File: config.mk
export PLATFORM = sky130hd
export DESIGN_NAME = rmc_core
export DESIGN_NICKNAME = d
export VERILOG_FILES = /design/src/rtl/rmc_pkg.sv /design/src/rtl/rmc_alu.sv /design/src/rtl/rmc_regfile.sv /design/src/rtl/rmc_datapath.sv /design/src/rtl/rmc_control.sv /design/src/rtl/rmc_core.sv
export SDC_FILE = /design/constraint.sdc
export NUM_CORES = 1
export LEC_CHECK = 0
export BUFFER_PORTS_ARGS = -buffer_cell sky130_fd_sc_hd__buf_2
export CAP_MARGIN = 10
export CORE_ASPECT_RATIO = 1.2
export CORE_MARGIN = 5
export CORE_UTILIZATION = 55
export DETAILED_ROUTE_END_ITERATION = 7
export PLACE_DENSITY_LB_ADDON = 0.05
export SLEW_MARGIN = 20
export SYNTH_ARGS = -nofsm -noshare
export SYNTH_HDL_FRONTEND = slang
export SYNTH_SLANG_ARGS = --single-unit
File: constraint.sdc
create_clock -name clk -period 11.9 [get_ports clk]
set_input_delay 1.19 -clock clk [delete_from_list [all_inputs] [get_ports clk]]
set_output_delay 1.19 -clock clk [all_outputs]
set_load 0.05 [all_outputs]
File: src/rtl/rmc_pkg.sv
package rmc_pkg;

  localparam logic [1:0] FMT_REG = 2'b00;
  localparam logic [1:0] FMT_IMM = 2'b01;
  localparam logic [1:0] FMT_SPC = 2'b10;

  localparam logic [2:0] OP_RSVD = 3'd7;

  localparam logic [2:0] SPC_INC  = 3'd0;
  localparam logic [2:0] SPC_DEC  = 3'd1;
  localparam logic [2:0] SPC_MOVI = 3'd3;
  localparam logic [2:0] SPC_MOVR = 3'd4;
  localparam logic [2:0] SPC_JMP  = 3'd5;
  localparam logic [2:0] SPC_JMPZ = 3'd6;

  typedef enum logic [2:0] {
    ALU_ADD = 3'd0,
    ALU_SUB = 3'd1,
    ALU_SHR = 3'd2,
    ALU_SHL = 3'd3,
    ALU_AND = 3'd4,
    ALU_OR  = 3'd5,
    ALU_XOR = 3'd6,
    ALU_NOP = 3'd7
  } aluOp_e;

  typedef enum logic [1:0] {
    OPB_REG = 2'd0,
    OPB_IMM = 2'd1,
    OPB_ONE = 2'd2
  } opbSel_e;

  typedef enum logic [1:0] {
    WB_ALU  = 2'd0,
    WB_IMM  = 2'd1,
    WB_REGA = 2'd2
  } wbSel_e;

  typedef struct packed {
    logic    regWr;
    logic    flagWr;
    logic    aFromDest;
    opbSel_e opbSel;
    aluOp_e  aluOp;
    wbSel_e  wbSel;
    logic    pcLoad;
  } ctrl_t;

endpackage

File: src/rtl/rmc_alu.sv
module rmc_alu
  import rmc_pkg::*;
#(
  parameter int DATA_W = 16
) (
  input  aluOp_e            op,
  input  logic [DATA_W-1:0] opA,
  input  logic [DATA_W-1:0] opB,
  output logic [DATA_W-1:0] result
);

  localparam int SHAMT_W = $clog2(DATA_W);

  logic              shiftOver;
  logic [SHAMT_W-1:0] shamt;

  // counts of DATA_W or more flush the operand (DATA_W is a power of two)
  assign shiftOver = |opB[DATA_W-1:SHAMT_W];
  assign shamt     = opB[SHAMT_W-1:0];

  always_comb begin
    case (op)
      ALU_ADD: result = opA + opB;
      ALU_SUB: result = opA - opB;
      ALU_SHR: result = shiftOver ? '0 : (opA >> shamt);
      ALU_SHL: result = shiftOver ? '0 : (opA << shamt);
      ALU_AND: result = opA & opB;
      ALU_OR:  result = opA | opB;
      ALU_XOR: result = opA ^ opB;
      default: result = opA;
    endcase
  end

endmodule

File: src/rtl/rmc_regfile.sv
module rmc_regfile #(
  parameter int DATA_W = 16,
  parameter int RID_W  = 3
) (
  input  logic              clk,
  input  logic              rst,
  input  logic              wrEn,
  input  logic [RID_W-1:0]  wrIdx,
  input  logic [DATA_W-1:0] wrData,
  input  logic [RID_W-1:0]  rdIdxA,
  output logic [DATA_W-1:0] rdDataA,
  input  logic [RID_W-1:0]  rdIdxB,
  output logic [DATA_W-1:0] rdDataB,
  input  logic [RID_W-1:0]  dbgIdx,
  output logic [DATA_W-1:0] dbgData
);

  localparam int REG_N = 1 << RID_W;

  logic [DATA_W-1:0] regVal [REG_N];

  for (genvar g = 0; g < REG_N; g++) begin : gReg
    logic [DATA_W-1:0] q;
    always_ff @(posedge clk) begin
      if (rst) begin
        q <= '0;
      end else if (wrEn && (wrIdx == RID_W'(g))) begin
        q <= wrData;
      end
    end
    assign regVal[g] = q;
  end

  assign rdDataA = regVal[rdIdxA];
  assign rdDataB = regVal[rdIdxB];
  assign dbgData = regVal[dbgIdx];

endmodule

File: src/rtl/rmc_datapath.sv
module rmc_datapath
  import rmc_pkg::*;
#(
  parameter int DATA_W = 16,
  parameter int RID_W  = 3,
  parameter int IMM_W  = 16,
  parameter int PC_W   = 8
) (
  input  logic              clk,
  input  logic              rst,
  input  ctrl_t             ctrl,
  input  logic [RID_W-1:0]  rdIdx,
  input  logic [RID_W-1:0]  raIdx,
  input  logic [RID_W-1:0]  rbIdx,
  input  logic [IMM_W-1:0]  imm,
  input  logic [RID_W-1:0]  dbgIdx,
  output logic [PC_W-1:0]   pc,
  output logic              zeroFlag,
  output logic [DATA_W-1:0] dbgData
);

  logic [RID_W-1:0]  readIdxA;
  logic [DATA_W-1:0] regA;
  logic [DATA_W-1:0] regB;
  logic [DATA_W-1:0] immVal;
  logic [DATA_W-1:0] operandB;
  logic [DATA_W-1:0] aluOut;
  logic [DATA_W-1:0] wbData;

  // increment and decrement take the destination as their A operand
  assign readIdxA = ctrl.aFromDest ? rdIdx : raIdx;
  assign immVal   = DATA_W'(imm);

  always_comb begin
    case (ctrl.opbSel)
      OPB_IMM: operandB = immVal;
      OPB_ONE: operandB = DATA_W'(1);
      default: operandB = regB;
    endcase
  end

  rmc_regfile #(
    .DATA_W(DATA_W),
    .RID_W (RID_W)
  ) u_rf (
    .clk    (clk),
    .rst    (rst),
    .wrEn   (ctrl.regWr),
    .wrIdx  (rdIdx),
    .wrData (wbData),
    .rdIdxA (readIdxA),
    .rdDataA(regA),
    .rdIdxB (rbIdx),
    .rdDataB(regB),
    .dbgIdx (dbgIdx),
    .dbgData(dbgData)
  );

  rmc_alu #(
    .DATA_W(DATA_W)
  ) u_alu (
    .op    (ctrl.aluOp),
    .opA   (regA),
    .opB   (operandB),
    .result(aluOut)
  );

  always_comb begin
    case (ctrl.wbSel)
      WB_IMM:  wbData = immVal;
      WB_REGA: wbData = regA;
      default: wbData = aluOut;
    endcase
  end

  always_ff @(posedge clk) begin
    if (rst) begin
      zeroFlag <= 1'b0;
    end else if (ctrl.flagWr) begin
      zeroFlag <= (wbData == '0);
    end
  end

  always_ff @(posedge clk) begin
    if (rst) begin
      pc <= '0;
    end else if (ctrl.pcLoad) begin
      pc <= imm[PC_W-1:0];
    end else begin
      pc <= pc + PC_W'(1);
    end
  end

endmodule

File: src/rtl/rmc_control.sv
module rmc_control
  import rmc_pkg::*;
(
  input  logic [1:0] fmt,
  input  logic [2:0] op,
  input  logic       zeroFlag,
  output ctrl_t      ctrl
);

  always_comb begin
    ctrl        = '0;
    ctrl.opbSel = OPB_REG;
    ctrl.aluOp  = ALU_ADD;
    ctrl.wbSel  = WB_ALU;

    if ((fmt == FMT_REG || fmt == FMT_IMM) && op != OP_RSVD) begin
      ctrl.regWr  = 1'b1;
      ctrl.flagWr = 1'b1;
      ctrl.aluOp  = aluOp_e'(op);
      ctrl.opbSel = (fmt == FMT_IMM) ? OPB_IMM : OPB_REG;
    end else if (fmt == FMT_SPC) begin
      case (op)
        SPC_INC, SPC_DEC: begin
          ctrl.regWr     = 1'b1;
          ctrl.flagWr    = 1'b1;
          ctrl.aFromDest = 1'b1;
          ctrl.opbSel    = OPB_ONE;
          ctrl.aluOp     = (op == SPC_INC) ? ALU_ADD : ALU_SUB;
        end
        SPC_MOVI: begin
          ctrl.regWr = 1'b1;
          ctrl.wbSel = WB_IMM;
        end
        SPC_MOVR: begin
          ctrl.regWr = 1'b1;
          ctrl.wbSel = WB_REGA;
        end
        SPC_JMP:  ctrl.pcLoad = 1'b1;
        SPC_JMPZ: ctrl.pcLoad = zeroFlag;
        default:  ;
      endcase
    end
  end

endmodule

File: src/rtl/rmc_core.sv
module rmc_core
  import rmc_pkg::*;
#(
  parameter int DATA_W = 16,
  parameter int RID_W  = 3,
  parameter int IMM_W  = 16,
  parameter int PC_W   = 8,
  localparam int INSTR_W = 2 + 3 + 2 * RID_W + IMM_W
) (
  input  logic               clk,
  input  logic               rst,
  output logic [PC_W-1:0]    imemAddr,
  input  logic [INSTR_W-1:0] imemData,
  input  logic [RID_W-1:0]   dbgSel,
  output logic [DATA_W-1:0]  dbgData
);

  ctrl_t            ctrl;
  logic             zeroFlag;
  logic [1:0]       fmt;
  logic [2:0]       op;
  logic [RID_W-1:0] rdIdx;
  logic [RID_W-1:0] raIdx;
  logic [RID_W-1:0] rbIdx;
  logic [IMM_W-1:0] imm;

  assign fmt   = imemData[INSTR_W-1 -: 2];
  assign op    = imemData[INSTR_W-3 -: 3];
  assign rdIdx = imemData[IMM_W+2*RID_W-1 -: RID_W];
  assign raIdx = imemData[IMM_W+RID_W-1 -: RID_W];
  assign rbIdx = imemData[IMM_W-1 -: RID_W];
  assign imm   = imemData[IMM_W-1:0];

  rmc_control u_ctl (
    .fmt     (fmt),
    .op      (op),
    .zeroFlag(zeroFlag),
    .ctrl    (ctrl)
  );

  rmc_datapath #(
    .DATA_W(DATA_W),
    .RID_W (RID_W),
    .IMM_W (IMM_W),
    .PC_W  (PC_W)
  ) u_dp (
    .clk     (clk),
    .rst     (rst),
    .ctrl    (ctrl),
    .rdIdx   (rdIdx),
    .raIdx   (raIdx),
    .rbIdx   (rbIdx),
    .imm     (imm),
    .dbgIdx  (dbgSel),
    .pc      (imemAddr),
    .zeroFlag(zeroFlag),
    .dbgData (dbgData)
  );

endmodule

Word-level counts from Yosys, hierarchy flattened

Cells that the tools add are included.
W data, S select, Z words.

Flip-flop bits (word level): 137
Latch bits: 0
Bits in writable memories: 0
ROM bits: 0
Bits of input ports: 32
Memories kept: 0

$add $sub $neg: 3
Multiply operators: 0
Divide/modulo/power cells: 0
$lt $le $gt $ge: 3
Equal/unequal tests: 25
Shift operators: 2
Muxes and demuxes: 27
Bitwise gates (word level): 6
Reductions and logical operators: 18

Operators with widths:

| kind                  | count |
|---|---|
| $bmux W16 S3          | 3 |
| $mux W16              | 8 |
| $pmux W16 S7          | 1 |
| $pmux W16 S2          | 2 |
| $eq A3 B3 Y1 const B  | 10 |
| $add A16 B16 Y16      | 1 |
| $and A16 B16 Y16      | 1 |
| $logic_not A16 Y1     | 1 |
| $or A16 B16 Y16       | 1 |
| $shl A16 B4 Y16       | 1 |
| $shr A16 B4 Y16       | 1 |
| $sub A16 B16 Y16      | 1 |
| $xor A16 B16 Y16      | 1 |
| $eq A3 B2 Y1 const B  | 5 |
| $ge A4 B4 Y1 const B  | 3 |
| $not A3 Y4            | 3 |
| $reduce_or A12 Y1     | 1 |
| $mux W11              | 1 |
| $eq A3 B1 Y1 const B  | 3 |
| $logic_and A1 B1 Y1   | 9 |
| $logic_not A3 Y1      | 3 |
| $add A8 B1 Y8 const B | 1 |
| $mux W8               | 1 |
| $mux W7               | 1 |
| other kinds (13)      | 21 |

Depth between registers and ports, before layout

Gate-level depths: netlist of run 1.

Depth in word-level cells: 15
Gate-level depth with buffers: 28
Mapped depth without buffers: 23

Hierarchy

From an unflattened synthesis of run 1, not the netlist that was laid out.

Cell total of the unflattened synthesis: 1,449
Area total of the unflattened synthesis: 13,007.5 um^2

Modules (own cells, without submodules):

| module       | times used | cells an instance | area each (um^2) | seq. area each (um^2) |
|---|---|---|---|---|
| rmc_regfile  | 1          | 763               | 7,943.9          | 2,562.5 |
| rmc_alu      | 1          | 511               | 3,856.2          | 0.0 |
| rmc_datapath | 1          | 145               | 1,038.5          | 180.2 |
| rmc_control  | 1          | 30                | 168.9            | 0.0 |

Worst setup path after synthesis of run 1

OpenSTA, ideal clock, no wires.

Path kind: in2reg
Start point: in imemData[13]
End point: reg u_dp.zeroFlag
Library setup time: 0.116 ns
Data arrival time: 6.585 ns
Data required time: 11.784 ns
Slack: 5.199 ns
Stages on the path: 26
Cells stage by stage: buf_2 buf_2 buf_2 mux2_2 o22ai_1 o41a_1 clkbuf_1 clkbuf_1 clkbuf_1 ha_1 and3_1 a31oi_1 xnor2_1 ha_1 a21o_1 a31oi_1 o21a_1 inv_1 a41o_1 a221oi_1 o21ai_0 xnor2_1 nand2_1 a31oi_1 inv_1 a41o_1

Cells in the longest elaborated chain, start to end: 10
Elaborated cells on any way between the ends: 18
Those cells by class: 2 x add/sub; 2 x shift; 8 x mux; 4 x bitwise; 2 x reduce/logical

RTL lines:

| what                                                                     | RTL line           | source |
|---|---|---|
| start: declaration                                                       | rmc_core.sv:13     | `input logic [INSTR_W-1:0] imemData,` |
| parallel branches: the longest is 8 deep, another holds $sub A16 B16 Y16 | --                 |  |
| $pmux W16 S2 (*)                                                         | rmc_datapath.sv:69 | `case (ctrl.wbSel)` |
| $logic_not A16 Y1 (*)                                                    | rmc_datapath.sv:80 | `zeroFlag <= (wbData == '0);` |
| end signal: assignment                                                   | rmc_datapath.sv:80 |  |
| end: declaration                                                         | rmc_datapath.sv:18 | `output logic zeroFlag,` |

Mark *: on every way between the ends. The select of a mux whose other input is x is not followed.
A chain may end at the register's enable or synchronous reset.

Final worst setup path of run 1

Start point: in imemData[14]
End point: reg u_dp.zeroFlag

The elaborated chain is that of the path after synthesis.

==> results of run 1 <==
-- layout make-up --
cell class / instances / area (um^2) / area share [%]
clock inverter: 15 / 161 / 1.14
inverter: 46 / 173 / 1.22
clock buffer: 17 / 425 / 3.01
multi-input combinational: 1362 / 9650 / 68.3
tap: 315 / 394 / 2.79
sequential: 137 / 2740 / 19.4
timing repair buffer: 96 / 586 / 4.14
-- routing by layer --
layer,vias to the layer above,routed length (um)
li1,6233,-
met1,6814,20400
met2,1034,25000
met3,300,6030
met4,2,5910
met5,-,13
-- worst max-delay path by stage --
stage	from	to	slack [ps]	depth (start not counted)
2_1_floorplan	imemData[13]	u_dp.zeroFlag	5200	26
3_3_place_gp	imemData[14]	u_dp.zeroFlag	3960	23
3_5_place_dp	imemData[14]	u_dp.zeroFlag	3850	23
4_1_cts	imemData[14]	u_dp.zeroFlag	4280	23
5_1_grt	imemData[14]	u_dp.zeroFlag	3710	23
6_report	imemData[14]	u_dp.zeroFlag	4010	23
-- state kept, by name, indices dropped and copies added, names as in the netlist --
signal            count
u_dp.u_rf.gReg.q    128
u_dp.pc               8
u_dp.zeroFlag         1
-- worst max-delay path, delay by kind of cell --
family / cells / cell delay [ps]
buf+inv: 4 / 1790
mux: 2 / 670
fa+ha+maj: 1 / 290
simple gates: 7 / 1540
xor+xnor: 1 / 170
compound gates: 8 / 2530
-- placed cells by master, fill, tap and decap left out, types with 7 or more instances in the layout --
cell type    n
o41ai_1      7
dfxtp_1    137
clkbuf_16   17
or3_1       12
buf_2       54
a31oi_1     40
a221oi_1    31
a22oi_1     16
a32oi_1     11
mux2_2      50
nor2_1     169
nand4_1      9
mux2i_1    110
nor3_1      28
a21boi_0     7
a21oi_1    163
inv_1       43
nand2b_1    13
xnor2_1     22
a22o_1      13
nand3_1     49
and3_1      10
a21o_1      10
buf_4       42
o21ai_0     84
o22ai_1     17
a211oi_1    33
xor2_1       8
mux4_2      51
nand2_1    221
ha_1        48
nor2b_1      8
-- cell families after synthesis --
logic type               count (synthesis)  synth area share (%)
buffers and inverters                  191                  6.00
multiplexers                           216                  22.1
AO/OA/AOI/OAI                          507                  25.3
XOR/XNOR                                30                  2.01
adder cells (fa/ha/maj)                 49                  4.74
AND/OR/NAND/NOR                        560                  18.9
flip-flops                             137                  20.9
-- power by group --
group	switching [mW]	total, mW	internal [mW]
Sequential	0.0173	0.492	0.475
Combinational	0.430	0.632	0.202
Clock	0.251	0.548	0.297
==> impl_results.md, run 1 <==
- Status: complete, no violations
- First-pass DRT Iterations: 7
- Tmin final: 7890 ps
- Detail Placement HPWL: 41100 um
- Mapped cell area: 13100 um^2
- Total GRT Usage: 42.3%
- Final setup margin: 4010 ps
- N_diodes: 0
- R2R setup slack: 5000 ps
- Routed via count: 14.4k
- Top Usage Layer GRT: met2
- Setup TNS: 0 ps
- Die area: 27000 um^2
- Slew @ Worst Pin: 1240 ps
- Max cap viols: 0
- Synth area leader: dfxtp_1
- Worst hold start: u_dp.u_rf.gReg[0].q[4]
- Layout cells sized above 1: 15.7%
- Post-Syn Nets: 1771
- Place WS: 3850 ps
- Hold Worst Slack: 483 ps
- Initial core utilization: 56.1%
- #FFs+latches synth: 137
- Most frequent cells after synthesis: 221 x nand2_1, 175 x nor2_1, 164 x a21oi_1
- TritonCTS clock tree: yes
- Pwr Total: 1.67 mW
- Most common cell in the netlist: nand2_1
- Mapped Cells: 1690
- Initial DRC count: 2121
- PortBufs: 55
- Detailed-route DRC error count: 0
- R2r startpoint: u_dp.u_rf.gReg[7].q[0]
- Min-delay worst type: reg -> reg
- GR Overflow Total: 0
- Asr flop ratio synth: 0%
- Max-slew violation count: 0
- Final instance area: 14100 um^2
- Placed Area: 13500 um^2
- Met2 Resource Use GR: 64.6%
- Slowest cell on crit path: a31oi_1
- Clock Pin Slew Worst Setup and Hold Paths: 80 ps
- Cells after DPL: 1956
- Finished Core Util: 60.5%
- Non-filler cells, final: 1988
- Grt met1 use: 50.7%
- Synth warnings: 0
- Max-slew headroom: 17.0%
- Cell Rows: 61
- Max FO, Critical Path: 40
- Final Cycle Share: 66.3%
- Post_cts resized: 0
- Fin. Hold Viols: 0
- CTS Root Cell: clkbuf_16
- Vias in the first global route: 13.4k
- P_leak: 5.43 nW
- Most common cell on crit path: a21oi_1
- Synth-to-Final Area Change: 7.88%
- Setup violations, final: 0
- Clk sinks: 137
- Clk_lat worst skew: 440 ps
- Detail Route Antenna Nets: 0
- CP peak stage delay: 790 ps
- Maximum vdd drop: 0.000103 V
- GP Congestion: 1.06
- I/O Pins: 56
- Top cell type's share of synthesized area: 20.9%
- Hold path depth: 2
- Antenna violations before repair: 1
- Post-CTS Hold Buffers: 0
- Core area: 23400 um^2
- Post-synthesis sequential area ratio: 20.9%
- Met3 GRT Util: 8.98%
- Fillers: 2172
- Skew final: 14.6 ps
- Setup Buffers After CTS: 0
- Register-to-Register Path Depth: 22
- Via/cell ratio: 7.23
- Synth unique cells: 80
- Syn_area_per_cell: 7.75 um^2
- R2R Path End: u_dp.zeroFlag
- Setup crit end kind: flip-flop
- Startpoint Class: input port
- Fin nets: 1741
- Post-synth EDFFs: 0
- Htree depth: 4
- WL final: 57500 um
- WL/cell: 28.9 um
- Ranking of synthesized cells by area: dfxtp_1 21%, mux4_2 8.8%, mux2i_1 8.6%
- Num CTS Buffers: 17
- Hold path endpoint: u_dp.u_rf.gReg[0].q[4]
- Global-route wire length before repair: 85000 um
- Critical path class: in -> reg
- Cells along the critical path: buf_2 -> mux2i_1 -> mux4_2 -> or3_1 -> buf_4 -> nand2_1 -> buf_4 -> clkinv_1 -> a21oi_1 -> xnor2_1 -> ha_1 -> o21a_1 -> o21ai_0 -> a21oi_1 -> o21ai_0 -> a21oi_1 -> nor4_1 -> nor3_1 -> a31oi_1 -> nor2_1 -> and4b_1 -> nor4b_2 -> a41o_1
- Largest net degree at the start of global routing: 94
- Arrival time worst endpoint: 8230 ps
- Top_reg_cell synth: dfxtp_1
- Clock Path Buffers: 2
- Critical Path RT: 12240 ps
- Power per cell area: 118 nW/um^2
- RSZ-0062 raised after global routing: false
- Fmax: 0.127 GHz
- DIE WIDTH: 151 um
- Die Ht: 179 um
Power figures use the tool's default switching activity.
==> run 2, diff against run 1 <==
==> constraint.sdc (replaced) <==
create_clock -name clk -period 7.99 [get_ports clk]
set_input_delay 0.799 -clock clk [delete_from_list [all_inputs] [get_ports clk]]
set_output_delay 0.799 -clock clk [all_outputs]
set_load 0.05 [all_outputs]
==> impl_results.md, run 2 (synthesis results as in run 1) <==
- Setup Buffers After CTS: 0 (unchanged)
- Max FFs per register: 128 (unchanged)
- Synth-to-Final Area Change: 9.39% (was 7.88%)
- Net Sw Power: 1.06 mW (was 0.698 mW)
- Slew @ Worst Pin: 1160 ps (was 1240 ps)
- Largest net degree at the start of global routing: 96 (was 94)
- Most common cell after layout, fill and taps aside: nand2_1 (unchanged)
- Max-slew violation count: 0 (unchanged)
- Critical path class: in -> reg (unchanged)
- I/O Pins: 56 (unchanged)
- Fin nets: 1761 (was 1741)
- Initial DRC count: 2225 (was 2121)
- Setup TNS: 0 ps (unchanged)
- Max cap viols: 0 (unchanged)
- Max FO, Critical Path: 15 (was 40)
- Detail Placement HPWL: 43400 um (was 41100 um)
- GR Overflow Total: 0 (unchanged)
- Setup crit end kind: flip-flop (unchanged)
- WP buf/inv: 2 (was 4)
- Final setup margin: 1320 ps (was 4010 ps)
- PortBufs: 55 (unchanged)
- Commonest non-fill, non-tap cells in the layout: 221 x nand2_1, 169 x nor2_1, 163 x a21oi_1 (unchanged)
- WL final: 59000 um (was 57500 um)
- Final Cycle Share: 83.5%
- P_leak: 5.55 nW (was 5.43 nW)
- Combinational fraction of design power: 37.7% (was 37.8%)
- Die Ht: 179 um (unchanged)
- Startpoint Class: input port (unchanged)
- Min-delay worst type: reg -> reg (unchanged)
- Fmax: 0.150 GHz
- Cell Rows: 61 (unchanged)
- Vias in the first global route: 13.9k (was 13.4k)
- DIE WIDTH: 151 um (unchanged)
- Fin. Hold Viols: 0 (unchanged)
- Power per cell area: 179 nW/um^2 (was 118 nW/um^2)
- Reg power frac: 28.8% (was 29.4%)
- RSZ-0062 raised after global routing: false (unchanged)
- TritonCTS clock tree: yes (unchanged)
- CP peak stage delay: 800 ps (was 790 ps)
- GP Congestion: 1.06 (about the same)
- Die area: 27000 um^2 (unchanged)
- Post-CTS Hold Buffers: 0 (unchanged)
- Critical Path RT: 8320 ps (was 12240 ps)
- Arrival time worst endpoint: 7000 ps (was 8230 ps)
- Max-slew headroom: 22.4% (was 17.0%)
- CP top delay family: compound AO/OA/AOI/OAI gates (unchanged)
- First-pass DRT Iterations: 8 (was 7)
- Pint: 1.50 mW (was 0.974 mW)
- Clock Path Buffers: 2 (unchanged)
- Clk sinks: 137 (unchanged)
- Num CTS Buffers: 17 (unchanged)
- Hold Worst Slack: 490 ps (was 483 ps)
- Initial core utilization: 56.1% (unchanged)
- Largest register by flop count: u_dp.u_rf.gReg.q (unchanged)
- Routed via count: 14.7k (was 14.4k)
- Maximum vdd drop: 0.000140 V (was 0.000103 V)
- Pwr Total: 2.56 mW (was 1.67 mW)
- Tmin final: 6670 ps
- Core area: 23400 um^2 (unchanged)
- Detail Route Antenna Nets: 0 (unchanged)
- Layout cells sized above 1: 16.8% (was 15.7%)
- Most common cell on crit path: o21ai_0 (was a21oi_1)
- Biggest regs: u_dp.u_rf.gReg.q x128, u_dp.pc x8, u_dp.zeroFlag x1 (unchanged)
- Total GRT Usage: 43.2% (was 42.3%)
- Antenna violations before repair: 0 (was 1)
- Sw frac: 41.4% (was 41.7%)
- CTS Root Cell: clkbuf_16 (unchanged)
- Clock Pin Slew Worst Setup and Hold Paths: 70 ps (was 80 ps)
- Detailed-route DRC error count: 13 (was 0)
- Via/cell ratio: 7.34 (was 7.23)
- Clock power frac: 33.6% (was 32.8%)
- Clk_lat worst skew: 440 ps (about the same)
- Htree depth: 4 (unchanged)
- Post_cts resized: 0 (unchanged)
- Finished Core Util: 61.4% (was 60.5%)
- Violated checks: design-rule violations
- Setup violations, final: 0 (unchanged)
- Status: finished with violations (was complete, no violations)
- WL/cell: 29.4 um (was 28.9 um)
- Skew final: 18.3 ps (was 14.6 ps)
- Slowest cell on crit path: a31oi_1 (unchanged)
- Global-route wire length before repair: 87100 um (was 85000 um)
- Cells along the critical path: buf_2 -> nor4b_4 -> mux2i_4 -> nor2_1 -> a22o_1 -> o21ai_0 -> inv_1 -> fa_1 -> nor2b_1 -> o21a_1 -> o21ai_0 -> a21oi_1 -> o21ai_0 -> a21oi_1 -> and4b_1 -> nor3_1 -> a31oi_1 -> nor2_1 -> and4b_1 -> nor4b_2 -> a41o_1 (was buf_2 -> mux2i_1 -> mux4_2 -> or3_1 -> buf_4 -> nand2_1 -> buf_4 -> clkinv_1 -> a21oi_1 -> xnor2_1 -> ha_1 -> o21a_1 -> o21ai_0 -> a21oi_1 -> o21ai_0 -> a21oi_1 -> nor4_1 -> nor3_1 -> a31oi_1 -> nor2_1 -> and4b_1 -> nor4b_2 -> a41o_1)
- Place WS: 1100 ps (was 3850 ps)
## run 2: worst paths after layout
check	startpoint	end	slack (ps)	cells after the start
worst max-delay path	imemData[23]	u_dp.zeroFlag	1320	21
worst min-delay path	u_dp.u_rf.gReg[4].q[8]	u_dp.u_rf.gReg[4].q[8]	490	2
worst max register to register	u_dp.u_rf.gReg[7].q[0]	u_dp.zeroFlag	2070	22
worst min register to register	u_dp.u_rf.gReg[4].q[8]	u_dp.u_rf.gReg[4].q[8]	490	2
## run 2: layout make-up
type                    count  area, um^2
repair buffers            116         748
multi-input cells        1362        9670
inverters                  46         173
flip-flops and latches    137        2740
diodes                      1        2.50
well taps                 315         394
clock inverters            15         179
clock buffers              17         425
fillers                  2161        9020
## run 2: power by group through the flow
stage | Sequential, mW | Clock (mW) | Combinational (mW)
after floorplan | 0.746 | 0 | 0.608
after global placement | 0.748 | 0 | 0.917
after detailed placement | 0.750 | 0 | 0.919
after CTS | 0.735 | 0.855 | 0.924
after global routing | 0.739 | 0.889 | 1.01
final | 0.737 | 0.860 | 0.965
## run 2: stage by stage
step | instance area [um^2] | cells
after detailed placement | 13700 | 1976
after global routing | 14300 | 2008
after floorplan | 13100 | 1690
final | 14300 | 2009
after global placement | 13700 | 1976
after CTS | 14300 | 2008
## run 2: worst reg2reg max path: cells and delay by family (launching register included)
family,cells,cell delay (ps)
AOI/OAI and AO/OA,7,2180
DFF,1,410
buffers and inverters,1,90
and+or+nand+nor,9,1840
muxes,2,640
adders and majority gates,2,590
xor gates and xnor gates,1,90
## run 2: metal layers
layer  vias up  routed length, um  track usage [%]
met3       320               7070             9.61
met5         -                  0                0
met2      1182              26400             66.9
met1      6977              20400             52.1
li1       6270                  -                -
met4         0               5180             32.5
